$ cat src/rtl/page_write_seq_pkg.sv
package page_write_seq_pkg;

  // Strobes from control to datapath
  typedef struct packed {
    logic loadAddr;  // start of a write: latch page and offset, clear keep mask
    logic capture;   // store byteData at the current offset and advance it
    logic commit;    // final busy clock: drive array write enables
  } seqStrobe_t;

  typedef enum logic [1:0] {
    ST_IDLE    = 2'd0,
    ST_COLLECT = 2'd1,
    ST_DROP    = 2'd2,
    ST_BUSY    = 2'd3
  } seqState_t;

endpackage

$ cat src/rtl/page_write_seq_ctrl.sv
module page_write_seq_ctrl
  import page_write_seq_pkg::*;
#(
  parameter int CYCLE_CLKS = 250000
) (
  input  logic       clk,
  input  logic       rstN,
  input  logic       wrCmd,
  input  logic       wenLatch,
  input  logic       byteValid,
  input  logic       csRise,
  input  logic       atByteBoundary,
  input  logic       anyByte,
  output seqStrobe_t strobe,
  output logic       busy,
  output logic       wenClear
);

  localparam int CNT_W = $clog2(CYCLE_CLKS + 1);
  localparam logic [CNT_W-1:0] LAST_TICK = CNT_W'(CYCLE_CLKS - 1);

  seqState_t state, stateNext;
  logic [CNT_W-1:0] tickCnt;
  logic lastTick;

  assign lastTick = (state == ST_BUSY) && (tickCnt == LAST_TICK);

  always_comb begin
    stateNext = state;
    strobe    = '0;
    unique case (state)
      ST_IDLE: begin
        if (wrCmd) begin
          if (wenLatch) begin
            strobe.loadAddr = 1'b1;
            stateNext       = ST_COLLECT;
          end else begin
            stateNext = ST_DROP;
          end
        end
      end
      ST_COLLECT: begin
        strobe.capture = byteValid;
        if (csRise) begin
          if (atByteBoundary && (anyByte || byteValid)) stateNext = ST_BUSY;
          else                                          stateNext = ST_IDLE;
        end
      end
      ST_DROP: begin
        if (csRise) stateNext = ST_IDLE;
      end
      ST_BUSY: begin
        strobe.commit = lastTick;
        if (lastTick) stateNext = ST_IDLE;
      end
      default: stateNext = ST_IDLE;
    endcase
  end

  always_ff @(posedge clk or negedge rstN) begin
    if (!rstN) begin
      state   <= ST_IDLE;
      tickCnt <= '0;
    end else begin
      state <= stateNext;
      if (state == ST_BUSY) tickCnt <= tickCnt + 1'b1;
      else                  tickCnt <= '0;
    end
  end

  assign busy     = (state == ST_BUSY);
  assign wenClear = strobe.commit;

endmodule

$ cat src/rtl/page_write_seq_datapath.sv
module page_write_seq_datapath
  import page_write_seq_pkg::*;
#(
  parameter int ADDR_W     = 13,
  parameter int PAGE_BYTES = 32
) (
  input  logic                       clk,
  input  logic                       rstN,
  input  seqStrobe_t                 strobe,
  input  logic [ADDR_W-1:0]          cmdAddr,
  input  logic [7:0]                 byteData,
  input  logic                       protHit,
  output logic [ADDR_W-1:0]          protAddr,
  output logic                       anyByte,
  output logic [PAGE_BYTES-1:0]      memWrEn,
  output logic [ADDR_W-$clog2(PAGE_BYTES)-1:0] memPage,
  output logic [8*PAGE_BYTES-1:0]    memData
);

  localparam int OFF_W  = $clog2(PAGE_BYTES);
  localparam int PAGE_W = ADDR_W - OFF_W;

  logic [OFF_W-1:0]      offset;
  logic [PAGE_W-1:0]     pageReg;
  logic [PAGE_BYTES-1:0] keepMask;

  always_ff @(posedge clk or negedge rstN) begin
    if (!rstN) begin
      offset  <= '0;
      pageReg <= '0;
      anyByte <= 1'b0;
    end else if (strobe.loadAddr) begin
      offset  <= cmdAddr[OFF_W-1:0];
      pageReg <= cmdAddr[ADDR_W-1:OFF_W];
      anyByte <= 1'b0;
    end else if (strobe.capture) begin
      offset  <= offset + 1'b1;  // wraps inside the page
      anyByte <= 1'b1;
    end
  end

  for (genvar g = 0; g < PAGE_BYTES; g++) begin : g_slot
    logic [7:0] slotData;
    logic       slotHit;

    assign slotHit = strobe.capture && (offset == OFF_W'(g));

    always_ff @(posedge clk or negedge rstN) begin
      if (!rstN) begin
        slotData    <= '0;
        keepMask[g] <= 1'b0;
      end else begin
        if (strobe.loadAddr)  keepMask[g] <= 1'b0;
        else if (slotHit)     keepMask[g] <= ~protHit;
        if (slotHit)          slotData    <= byteData;
      end
    end

    assign memData[8*g +: 8] = slotData;
    assign memWrEn[g]        = strobe.commit & keepMask[g];
  end

  assign protAddr = {pageReg, offset};
  assign memPage  = pageReg;

endmodule

$ cat src/rtl/page_write_seq.sv
module page_write_seq
  import page_write_seq_pkg::*;
#(
  parameter int ADDR_W     = 13,
  parameter int PAGE_BYTES = 32,
  parameter int CYCLE_CLKS = 250000
) (
  input  logic                       clk,
  input  logic                       rstN,
  input  logic                       wrCmd,
  input  logic [ADDR_W-1:0]          cmdAddr,
  input  logic                       byteValid,
  input  logic [7:0]                 byteData,
  input  logic                       csRise,
  input  logic                       atByteBoundary,
  input  logic                       wenLatch,
  output logic [ADDR_W-1:0]          protAddr,
  input  logic                       protHit,
  input  logic [7:0]                 statusIn,
  output logic [7:0]                 statusOut,
  output logic                       busy,
  output logic                       wenClear,
  output logic [PAGE_BYTES-1:0]      memWrEn,
  output logic [ADDR_W-$clog2(PAGE_BYTES)-1:0] memPage,
  output logic [8*PAGE_BYTES-1:0]    memData
);

  seqStrobe_t strobe;
  logic       anyByte;

  page_write_seq_ctrl #(.CYCLE_CLKS(CYCLE_CLKS)) ctrl_i (
    .clk            (clk),
    .rstN           (rstN),
    .wrCmd          (wrCmd),
    .wenLatch       (wenLatch),
    .byteValid      (byteValid),
    .csRise         (csRise),
    .atByteBoundary (atByteBoundary),
    .anyByte        (anyByte),
    .strobe         (strobe),
    .busy           (busy),
    .wenClear       (wenClear)
  );

  page_write_seq_datapath #(.ADDR_W(ADDR_W), .PAGE_BYTES(PAGE_BYTES)) dp_i (
    .clk      (clk),
    .rstN     (rstN),
    .strobe   (strobe),
    .cmdAddr  (cmdAddr),
    .byteData (byteData),
    .protHit  (protHit),
    .protAddr (protAddr),
    .anyByte  (anyByte),
    .memWrEn  (memWrEn),
    .memPage  (memPage),
    .memData  (memData)
  );

  assign statusOut = busy ? 8'hFF : statusIn;

endmodule

$ cat config.mk
export PLATFORM = sky130hd
export DESIGN_NAME = page_write_seq
export DESIGN_NICKNAME = d
export VERILOG_FILES = /design/src/rtl/page_write_seq_pkg.sv /design/src/rtl/page_write_seq_ctrl.sv /design/src/rtl/page_write_seq_datapath.sv /design/src/rtl/page_write_seq.sv
export SDC_FILE = /design/constraint.sdc
export NUM_CORES = 1
export LEC_CHECK = 0
export BUFFER_PORTS_ARGS = -buffer_cell sky130_fd_sc_hd__buf_2
export CORE_MARGIN = 3
export CORE_UTILIZATION = 35
export DETAILED_ROUTE_END_ITERATION = 7
export GPL_TIMING_DRIVEN = 0
export PLACE_DENSITY = 0.69
export SYNTH_ARGS = -nofsm -noshare
export SYNTH_HDL_FRONTEND = slang
export SYNTH_HIERARCHICAL = 1
export SYNTH_SLANG_ARGS = --single-unit
$ cat constraint.sdc
create_clock -name clk -period 2 [get_ports clk]
set_clock_uncertainty 0.1 [all_clocks]
set_input_delay 0.4 -clock clk [delete_from_list [all_inputs] [get_ports clk]]
set_output_delay 0.4 -clock clk [all_outputs]
set_load 0.03 [all_outputs]
==> flow_summary.yaml, run 1 <==
outcome:
  outcome: "complete, but fails checks"
  failed_checks: "setup timing"
power_and_ir_drop:
  vdd_drop_max_v: 0.000808
  p_leak_uw: 0.0101
  p_per_area_mw_per_mm2: 1400
global_route:
  grt_pass1_vias: 9905
  grt_use_met3_pct: 5.46
  grt_use_total_pct: 20.1
  grt_max_degree: 124
  antenna_found_initial: 1
  grt_pass1_wl_mm: 60.2
  grt-ovfl-total: 0
  top_usage_layer: "met2"
  grtUsageMet1_pct: 24.6
  met2_usage_pct: 34.1
drt:
  viasPerCell: 4.86
  ant_nets: 0
  num_vias: 9389
  drtIter0Drc: 300
  drcViolationCount: 0
  totalWireLength_mm: 43.6
  wire_per_inst_um: 22.6
  first_pass_iters: 5
setup_path:
  crit_chain: "nor4b_2 -> and4_1 -> nand4_1 -> nor2_4 -> buf_12 -> clkbuf_16 -> and2_4 -> buf_8"
  r2r_cells: 11
  critPathMaxStageDelay_ns: 0.39
  timing.rr.end: "dp_i/g_slot[9].slotData[4]"
  r2r_start: "ctrl_i/state[1]"
  setup.worst_path.start_class: "flop"
  crit_fanout: 8
  cp.arrival_ns: 2.43
  crit_start: "ctrl_i/tickCnt[9]"
  crit_type: "reg2out"
  end_kind: "primary output"
  r2r_setup_slack_ns: -0.29
  cp.required_ns: 1.50
  critical-path-slowest-cell: "dfrtp_1"
  critPathCapture: "memWrEn[19]"
floorplanning:
  rows: 70
  start_util_pct: 35.7
  die_x_um: 200
  die_area_mm2: 0.0399
  core_area_mm2: 0.0368
  ioPinCount: 356
  die_h_um: 200
synthesis:
  ys_ff_latch: 322
  synth_area_mm2: 0.0131
  synth_flop_cell: "dfrtp_1"
  ys_types: 43
  syn_area_per_cell_um2: 14.3
  async_flop_share_pct: 100
  syn-num-nets: 962
  yosysSeqAreaShare_pct: 61.4
  synth_edf_count: 0
  postSynthCellCount: 918
  ys_warn_count: 6
timing:
  hold_violations: 0
  relSlewSlack_pct: 40.0
  tightest_slew_ns: 0.900
  layout_setup_ws_ns: -0.926
  clock.fmax_ghz: 0.342
  finalCriticalPeriod_ns: 2.93
  report.final.setup_viol: 309
  rsz0062_at_grt: "yes"
  drv_slew: 0
  fin_crit_sh_pct: 146
clocking:
  cts_buffer_depth: 3
  htreeDepth: 2
  cts_tree: "yes"
  clkSinkCount: 322
  clkTransAtPathRegs_ns: 0.06
  cts_buffers: 36
  root_buffer: "clkbuf_16"
  insertion_delay_ns: 0.53
cells_and_area:
  syn_to_final_growth_pct: 50.0
  final.fill_count: 3098
  drive_gt1_share_pct: 62.8
  seq_area_mm2: 0.00807
  layout.cells.most_common: "dfrtp_1"
  multiInputGateArea_mm2: 0.00566
  final_cell_mix: "dfrtp_1 (316), buf_2 (313), mux2_2 (142)"
  stdcell_count: 1931
  nNetsFinal: 1481
  fin_util_pct: 53.6
place:
  gp_congestion: 0.812
  dp_hpwl_mm: 27.2
  portBuffers: 355
  place_inst: 1743
flow_run:
  drv_cap: 0
hold_path:
  hp-class: "in2reg"
==> cell families (layout without fill, tap and decap cells) <==
kind of cell	after synthesis	after routing	synth area share, %
DFF	322	322	61.4
muxes	296	296	25.1
and+or+nand+nor	188	193	8.51
buffers and inverters	70	608	2.41
AOI/OAI and AO/OA	19	19	0.896
xor gates and xnor gates	16	16	1.07
adders and majority gates	7	7	0.667
other	0	2	0
==> worst min-delay path by stage <==
stage,start,endpoint,slack [ns],cells past startpoint
2_1_floorplan,rstN,ctrl_i/state[0],0.004,0
5_1_grt,byteData[5],dp_i/g_slot[16].slotData[5],0.09,2
6_report,byteData[5],dp_i/g_slot[14].slotData[5],0.1,2
3_3_place_gp,ctrl_i/tickCnt[0],ctrl_i/tickCnt[0],0.38,1
3_5_place_dp,rstN,dp_i/g_slot[0].slotData[0],0.36,1
4_1_cts,byteData[5],dp_i/g_slot[16].slotData[5],0.05,2
==> sequential cells by signal, indices dropped and copies added (netlist names) <==
name	count
ctrl_i/state	2
ctrl_i/tickCnt	18
dp_i/anyByte	1
dp_i/g_slot.slotData	256
dp_i/keepMask	32
dp_i/memPage	8
dp_i/offset	5
==> what timing repair did <==
item / CTS / global route
hold endpoints to repair: 98 / 0
gates resized for setup: 220 / 185
setup endpoints to repair: 344 / 341
buffers inserted: 57 / 47
hold buffers: 15 / 0
gates cloned: 6 / 11
pin swaps: 62 / 28
==> power breakdown <==
group / switching, uW / internal [uW]
Sequential: 1170 / 8470
Combinational: 6870 / 4170
Clock: 2670 / 4160
==> cell usage after synthesis (all sizes together) (6+ instances only) <==
master	count	area share, %
mux2i	31	2.4
nand2	19	0.56
mux2	265	23
dfrtp	322	61
inv	9	0.26
nand2b	34	1.6
and2	32	1.5
nand4	6	0.33
nor2	41	1.6
ha	7	0.67
or3	12	0.57
clkbuf	39	1.1
or2	10	0.48
xnor2	14	0.93
nor3	7	0.44
buf	22	1.0
o21ai	8	0.30
nand3	9	0.42
==> metrics by stage <==
stage	setup TNS [ns]	hold slack, ns	total power, uW	area, um^2	setup WS [ns]
finish	-78.36	0.0980	27500	19700	-0.926
global route	-93.75	0.0896	28700	19700	-1.02
CTS	-47.26	0.0491	26900	18600	-0.945
detailed placement	-129.14	0.364	19200	15700	-0.915
global placement	-1929.74	0.377	19000	15600	-6.25
floorplan	-6.97	0.00441	16000	13300	-0.221
==> routing by layer <==
layer	up-vias	part of all wire (%)	routed length, um
li1	4210	-	-
met1	4836	42	18300
met2	287	49	21500
met3	56	6.2	2700
met4	0	2.5	1090
met5	-	0	0
==> area by class of cell <==
cell class / count / area share (%)
inverter: 9 / 0.203
multi-input combinational: 531 / 28.8
tap: 468 / 2.97
antenna: 2 / 0.0254
timing repair buffer: 483 / 18.9
sequential: 322 / 40.9
buffer: 53 / 2.08
clock buffer: 48 / 5.06
clock inverter: 14 / 1.05
timing repair inverter: 1 / 0.0381
==> worst max-delay path: cells and delay by family, from the launching register on <==
| kind | cells | cell delay, ns |
|---|---|---|
| flops | 1 | 0.39 |
| buf+inv | 3 | 0.46 |
| simple gates | 5 | 1.03 |
(Power assumes the default switching activity.)
==> run 2, diff against run 1 <==
- CORE_UTILIZATION: 35 -> 47
- PLACE_DENSITY: 0.69 -> 0.86
==> run 2 against run 1 <==
The run still ends with setup timing left. Final cell count shrank 6.5%. Clock-buffer cell count increased by 2. Critical path depth stayed put. Fmax grew 1.2%. First-iteration DRC count up 140%. Wire length grew 1.4%. Sequential share of layout area is 0.78 points higher.
==> flow_summary.yaml, run 2 (same netlist as run 1, synthesis figures left out) <==
timing:
  layout_setup_ws_ns: -0.892
  rsz0062_at_grt: "yes"
  report.final.setup_viol: 306
  tightest_slew_ns: 0.844
  clock.fmax_ghz: 0.346
  hold_violations: 0
  relSlewSlack_pct: 43.7
  fin_crit_sh_pct: 145
  drv_slew: 0
  finalCriticalPeriod_ns: 2.89
drt:
  drtIter0Drc: 719
  drcViolationCount: 0
  num_vias: 9650
  viasPerCell: 5.34
  first_pass_iters: 4
  ant_nets: 0
  wire_per_inst_um: 24.5
  totalWireLength_mm: 44.2
cells_and_area:
  nNetsFinal: 1453
  regMostFlops: "dp_i/g_slot.slotData"
  multiInputGateArea_mm2: 0.00568
  antennaDiodeCount: 0
  final_cell_mix: "dfrtp_1 (315), buf_2 (313), mux2_2 (140)"
  largest_register_ffs: 256
  reg.largest.list: "dp_i/g_slot.slotData (256), dp_i/keepMask (32), ctrl_i/tickCnt (18)"
  layout.cells.most_common: "dfrtp_1"
  seq_area_mm2: 0.00807
  stdcell_count: 1806
  final.fill_count: 1724
  syn_to_final_growth_pct: 47.3
  drive_gt1_share_pct: 63.6
place:
  place_inst: 1647
  dp_hpwl_mm: 26.1
  dp_slack_ns: -0.959
  portBuffers: 355
  gp_congestion: 0.870
global_route:
  antenna_found_initial: 0
  grt_max_degree: 129
  grt-ovfl-total: 0
  grt_use_total_pct: 26.1
  grt_pass1_vias: 10200
  grt_pass1_wl_mm: 60.9
setup_path:
  crit_type: "reg2out"
  cp.required_ns: 1.50
  setup.worst_path.start_class: "flop"
  crit_fanout: 8
  end_kind: "primary output"
  cp.arrival_ns: 2.39
floorplanning:
  rows: 60
  die_area_mm2: 0.0300
  die_x_um: 173
  start_util_pct: 48.3
  ioPinCount: 356
  core_area_mm2: 0.0272
  die_h_um: 173
hold_path:
  hp-class: "in2reg"
clocking:
  clkTransAtPathRegs_ns: 0.07
  insertion_delay_ns: 0.50
  htreeDepth: 2
  root_buffer: "clkbuf_16"
  cts_tree: "yes"
  clkSinkCount: 322
  cts_buffer_depth: 3
  cts_buffers: 34
outcome:
  outcome: "complete, but fails checks"
  failed_checks: "setup timing"
power_and_ir_drop:
  p_per_area_mw_per_mm2: 1430
  p_total_uw: 27600
  vdd_drop_max_v: 0.00126
  p_leak_uw: 0.0100
flow_run:
  drv_cap: 0
==> run 2: critical path: stages (launching register included) <==
cell and delay, ns:
dfrtp_2 0.42, nor4b_2 0.27, and4_1 0.26, nand4_1 0.15
nor2_4 0.17, buf_12 0.17, clkbuf_16 0.16, and2_4 0.15
buf_6 0.13
==> run 2: what timing repair did <==
action                                  in CTS  in global routing
gates resized for setup                    186                188
endpoints found under the setup margin     346                288
hold buffers                                 2                  0
buffers inserted                            47                 43
cloned                                       3                 13
pin swaps                                   57                 28
hold endpoints to repair                    68                  0
==> run 2: per-layer routing <==
layer / share of wire [%] / vias to the layer above / GRT usage, % / wire length (um)
li1: - / 4160 / - / -
met1: 40 / 4958 / 31.5 / 17500
met2: 49 / 414 / 43.7 / 21700
met3: 6.6 / 118 / 6.96 / 2930
met4: 4.6 / 0 / 12.6 / 2040
met5: 0 / - / 0 / 0
==> run 2: power by group <==
part,leakage (uW),switching (uW),internal (uW),total [uW]
sequential,0.00438,1270,8470,9740
clock,0.000583,2620,4110,6730
combinational,0.00507,6990,4170,11200
==> run 2: path summary, 6_finish.rpt <==
| check | from | end | slack [ns] | cells after the start |
|---|---|---|---|---|
| min | cmdAddr[0] | dp_i/offset[0] | 0.03 | 3 |
| max reg2reg | ctrl_i/state[1] | dp_i/g_slot[21].slotData[7] | -0.31 | 11 |
| min in group asynchronous | rstN | dp_i/g_slot[24].slotData[0] | 0.34 | 2 |
| min reg2reg | dp_i/g_slot[4].slotData[7] | dp_i/g_slot[4].slotData[7] | 0.40 | 1 |
| max | ctrl_i/tickCnt[4] | memWrEn[20] | -0.89 | 8 |
| max in group asynchronous | rstN | dp_i/g_slot[9].slotData[7] | 0.37 | 3 |
==> run 2: final cells by class <==
| type | instances | area share, % |
|---|---|---|
| flip-flops and latches | 322 | 41.7 |
| multi-input cells | 530 | 29.4 |
| repair buffers | 460 | 18.1 |
| clock buffers | 50 | 5.34 |
| well taps | 372 | 2.41 |
| plain buffers | 52 | 1.99 |
| clock inverters | 11 | 0.880 |
| inverters | 9 | 0.207 |
==> run 2: metrics by stage <==
step | instance area, um^2 | hold WS, ns | util [%] | setup TNS, ns
3_3_place_gp | 15500 | 0.377 | 57.0 | -1824.66
6_report | 19300 | 0.0274 | 71.2 | -74.47
4_1_cts | 18100 | 0.00411 | 66.6 | -29.18
5_1_grt | 19300 | 0.0144 | 71.2 | -93.33
3_5_place_dp | 15600 | 0.302 | 57.3 | -112.87
2_1_floorplan | 13300 | 0.00441 | - | -6.97
==> run 3, diff against run 2 <==
- CELL_PAD_IN_SITES_DETAIL_PLACEMENT: default -> 0
- CELL_PAD_IN_SITES_GLOBAL_PLACEMENT: default -> 1
- CORE_UTILIZATION: 47 -> 38
- PLACE_DENSITY: 0.86 -> default
- PLACE_DENSITY_LB_ADDON: default -> 0.1
==> run 3 against run 2 <==
Critical path depth unchanged. Global-route usage down 4.9 points. Sequential share of layout area down 0.39 points. Via count down 2.2%. Hold slack better by 0.012 ns. Sequential cell count unchanged. Clock power down 4.6%. Largest cell class unchanged. Wire length down 3.9%. Die area up 23%. The flow still finishes with violations (setup timing). Design area up 0.94%. Final cell count up 5.9%.
==> flow_summary.yaml, run 3 (same netlist as run 1, synthesis figures left out) <==
clocking:
  root_buffer: "clkbuf_16"
  insertion_delay_ns: 0.53
  cts_buffer_depth: 3
  clkTransAtPathRegs_ns: 0.06
  clkSinkCount: 322
  htreeDepth: 2
  cts_tree: "yes"
  cts_buffers: 38
floorplanning:
  die_area_mm2: 0.0368
  die_x_um: 192
  rows: 67
  start_util_pct: 38.9
  ioPinCount: 356
  core_area_mm2: 0.0338
  die_h_um: 192
cells_and_area:
  final.fill_count: 2865
  reg.largest.list: "dp_i/g_slot.slotData (256), dp_i/keepMask (32), ctrl_i/tickCnt (18)"
  syn_to_final_growth_pct: 48.6
  final_cell_mix: "buf_2 (316), dfrtp_1 (315), mux2_2 (168)"
  postLayoutCellArea_mm2: 0.0195
  largest_register_ffs: 256
  drive_gt1_share_pct: 63.0
  antennaDiodeCount: 0
  regMostFlops: "dp_i/g_slot.slotData"
  nNetsFinal: 1483
  layout.cells.most_common: "buf_2"
  fin_util_pct: 57.8
timing:
  finalCriticalPeriod_ns: 2.83
  report.final.setup_viol: 326
  tightest_slew_ns: 0.869
  rsz0062_at_grt: "yes"
  drv_slew: 0
  fin_crit_sh_pct: 141
  relSlewSlack_pct: 42.1
  clock.fmax_ghz: 0.353
  layout_setup_ws_ns: -0.830
  hold_slack_ns: 0.0390
  hold_violations: 0
power_and_ir_drop:
  p_per_area_mw_per_mm2: 1380
  p_total_uw: 27000
  vdd_drop_max_v: 0.000924
  p_leak_uw: 0.0101
setup_path:
  critPathMaxStageDelay_ns: 0.38
  setup.worst_path.start_class: "flop"
  crit_type: "reg2out"
  cp.arrival_ns: 2.33
  cp.required_ns: 1.50
  end_kind: "primary output"
  crit_family: "simple AND/OR/NAND/NOR gates"
  crit_chain: "nor4b_2 -> and4_1 -> nand4_1 -> nor2_4 -> buf_6 -> clkbuf_16 -> and2_4 -> buf_8"
  path_buf_inv: 3
  crit_fanout: 10
  critical-path-slowest-cell: "dfrtp_1"
drt:
  viasPerCell: 4.94
  totalWireLength_mm: 42.5
  num_vias: 9439
  ant_nets: 0
  first_pass_iters: 6
  drcViolationCount: 0
  wire_per_inst_um: 22.2
  drtIter0Drc: 466
place:
  place_area_mm2: 0.0157
  dp_hpwl_mm: 26.5
  gp_congestion: 0.731
  portBuffers: 355
global_route:
  antenna_found_initial: 2
  grt_max_degree: 88
  grt_pass1_wl_mm: 59.5
  grt_pass1_vias: 9673
  grt_use_total_pct: 21.2
  grt-ovfl-total: 0
hold_path:
  hp-class: "in2reg"
outcome:
  outcome: "complete, but fails checks"
  failed_checks: "setup timing"
flow_run:
  drv_cap: 0
## run 3: cell types whose count changed in the layout (fill, tap and decap cells not counted), sizes merged
cell,before,now
buf,464,481
dlygate4sd3,2,13
clkinv,2,8
bufinv,4,0
clkinvlp,4,2
clkbuf,96,97
inv,10,11
nand2,19,20
or3,16,15
## run 3: metrics by stage
stage | setup WS, ns | instances | TNS, ns
2_1_floorplan | -0.221 | 918 | -6.97
3_3_place_gp | -6.64 | 1721 | -2063.81
3_5_place_dp | -0.542 | 1724 | -118.41
4_1_cts | -0.835 | 1851 | -35.90
5_1_grt | -0.931 | 1912 | -95.79
6_report | -0.830 | 1912 | -78.99
## run 3: final timing paths
path                                   startpoint                           to  slack (ns)  cells past startpoint
worst max-delay path            ctrl_i/tickCnt[9]                  memWrEn[14]       -0.83                      8
worst min-delay path                   cmdAddr[0]               dp_i/offset[0]        0.04                      3
worst max register to register    ctrl_i/state[1]   dp_i/g_slot[3].slotData[1]       -0.35                     10
worst min register to register  ctrl_i/tickCnt[0]            ctrl_i/tickCnt[0]        0.40                      1
max in group asynchronous                    rstN  dp_i/g_slot[22].slotData[3]        0.31                      4
min in group asynchronous                    rstN           ctrl_i/tickCnt[14]        0.29                      2
## run 3: report_power, final
| part | internal (uW) | switching, uW |
|---|---|---|
| combinational | 4130 | 6850 |
| sequential | 8470 | 1130 |
| clock | 3700 | 2720 |
| total | 16300 | 10700 |
## run 3: timing repair
item / 4_1_cts / 5_1_grt
hold endpoints to repair: 81 / 0
buffers inserted: 46 / 54
gates resized for setup: 189 / 168
gates cloned: 5 / 12
pin swaps: 31 / 32
setup endpoints to repair: 345 / 383
hold buffers: 13 / 0
## run 3: routing by layer
| layer | vias to the layer above | share of wire, % | GRT usage (%) |
|---|---|---|---|
| met3 | 63 | 7.5 | 6.28 |
| met5 | - | 0.054 | 0 |
| li1 | 4220 | - | - |
| met1 | 4865 | 42 | 27.5 |
| met2 | 287 | 48 | 35.2 |
| met4 | 4 | 2.3 | 4.77 |
## run 3: final cells by class
type | instances | area (um^2) | area share, %
buffer | 57 | 423 | 2.17
clock buffer | 54 | 1060 | 5.44
clock inverter | 11 | 77.6 | 0.397
inverter | 9 | 40.0 | 0.205
multi-input combinational | 530 | 5580 | 28.6
sequential | 322 | 8070 | 41.3
tap | 448 | 561 | 2.87
timing repair buffer | 480 | 3700 | 19.0
timing repair inverter | 1 | 7.51 | 0.0385
## run 3: tightest hold or removal path, stage by stage
cell	delay, ns
buf_2	0.10
nand2_1	0.05
o21ai_0	0.07
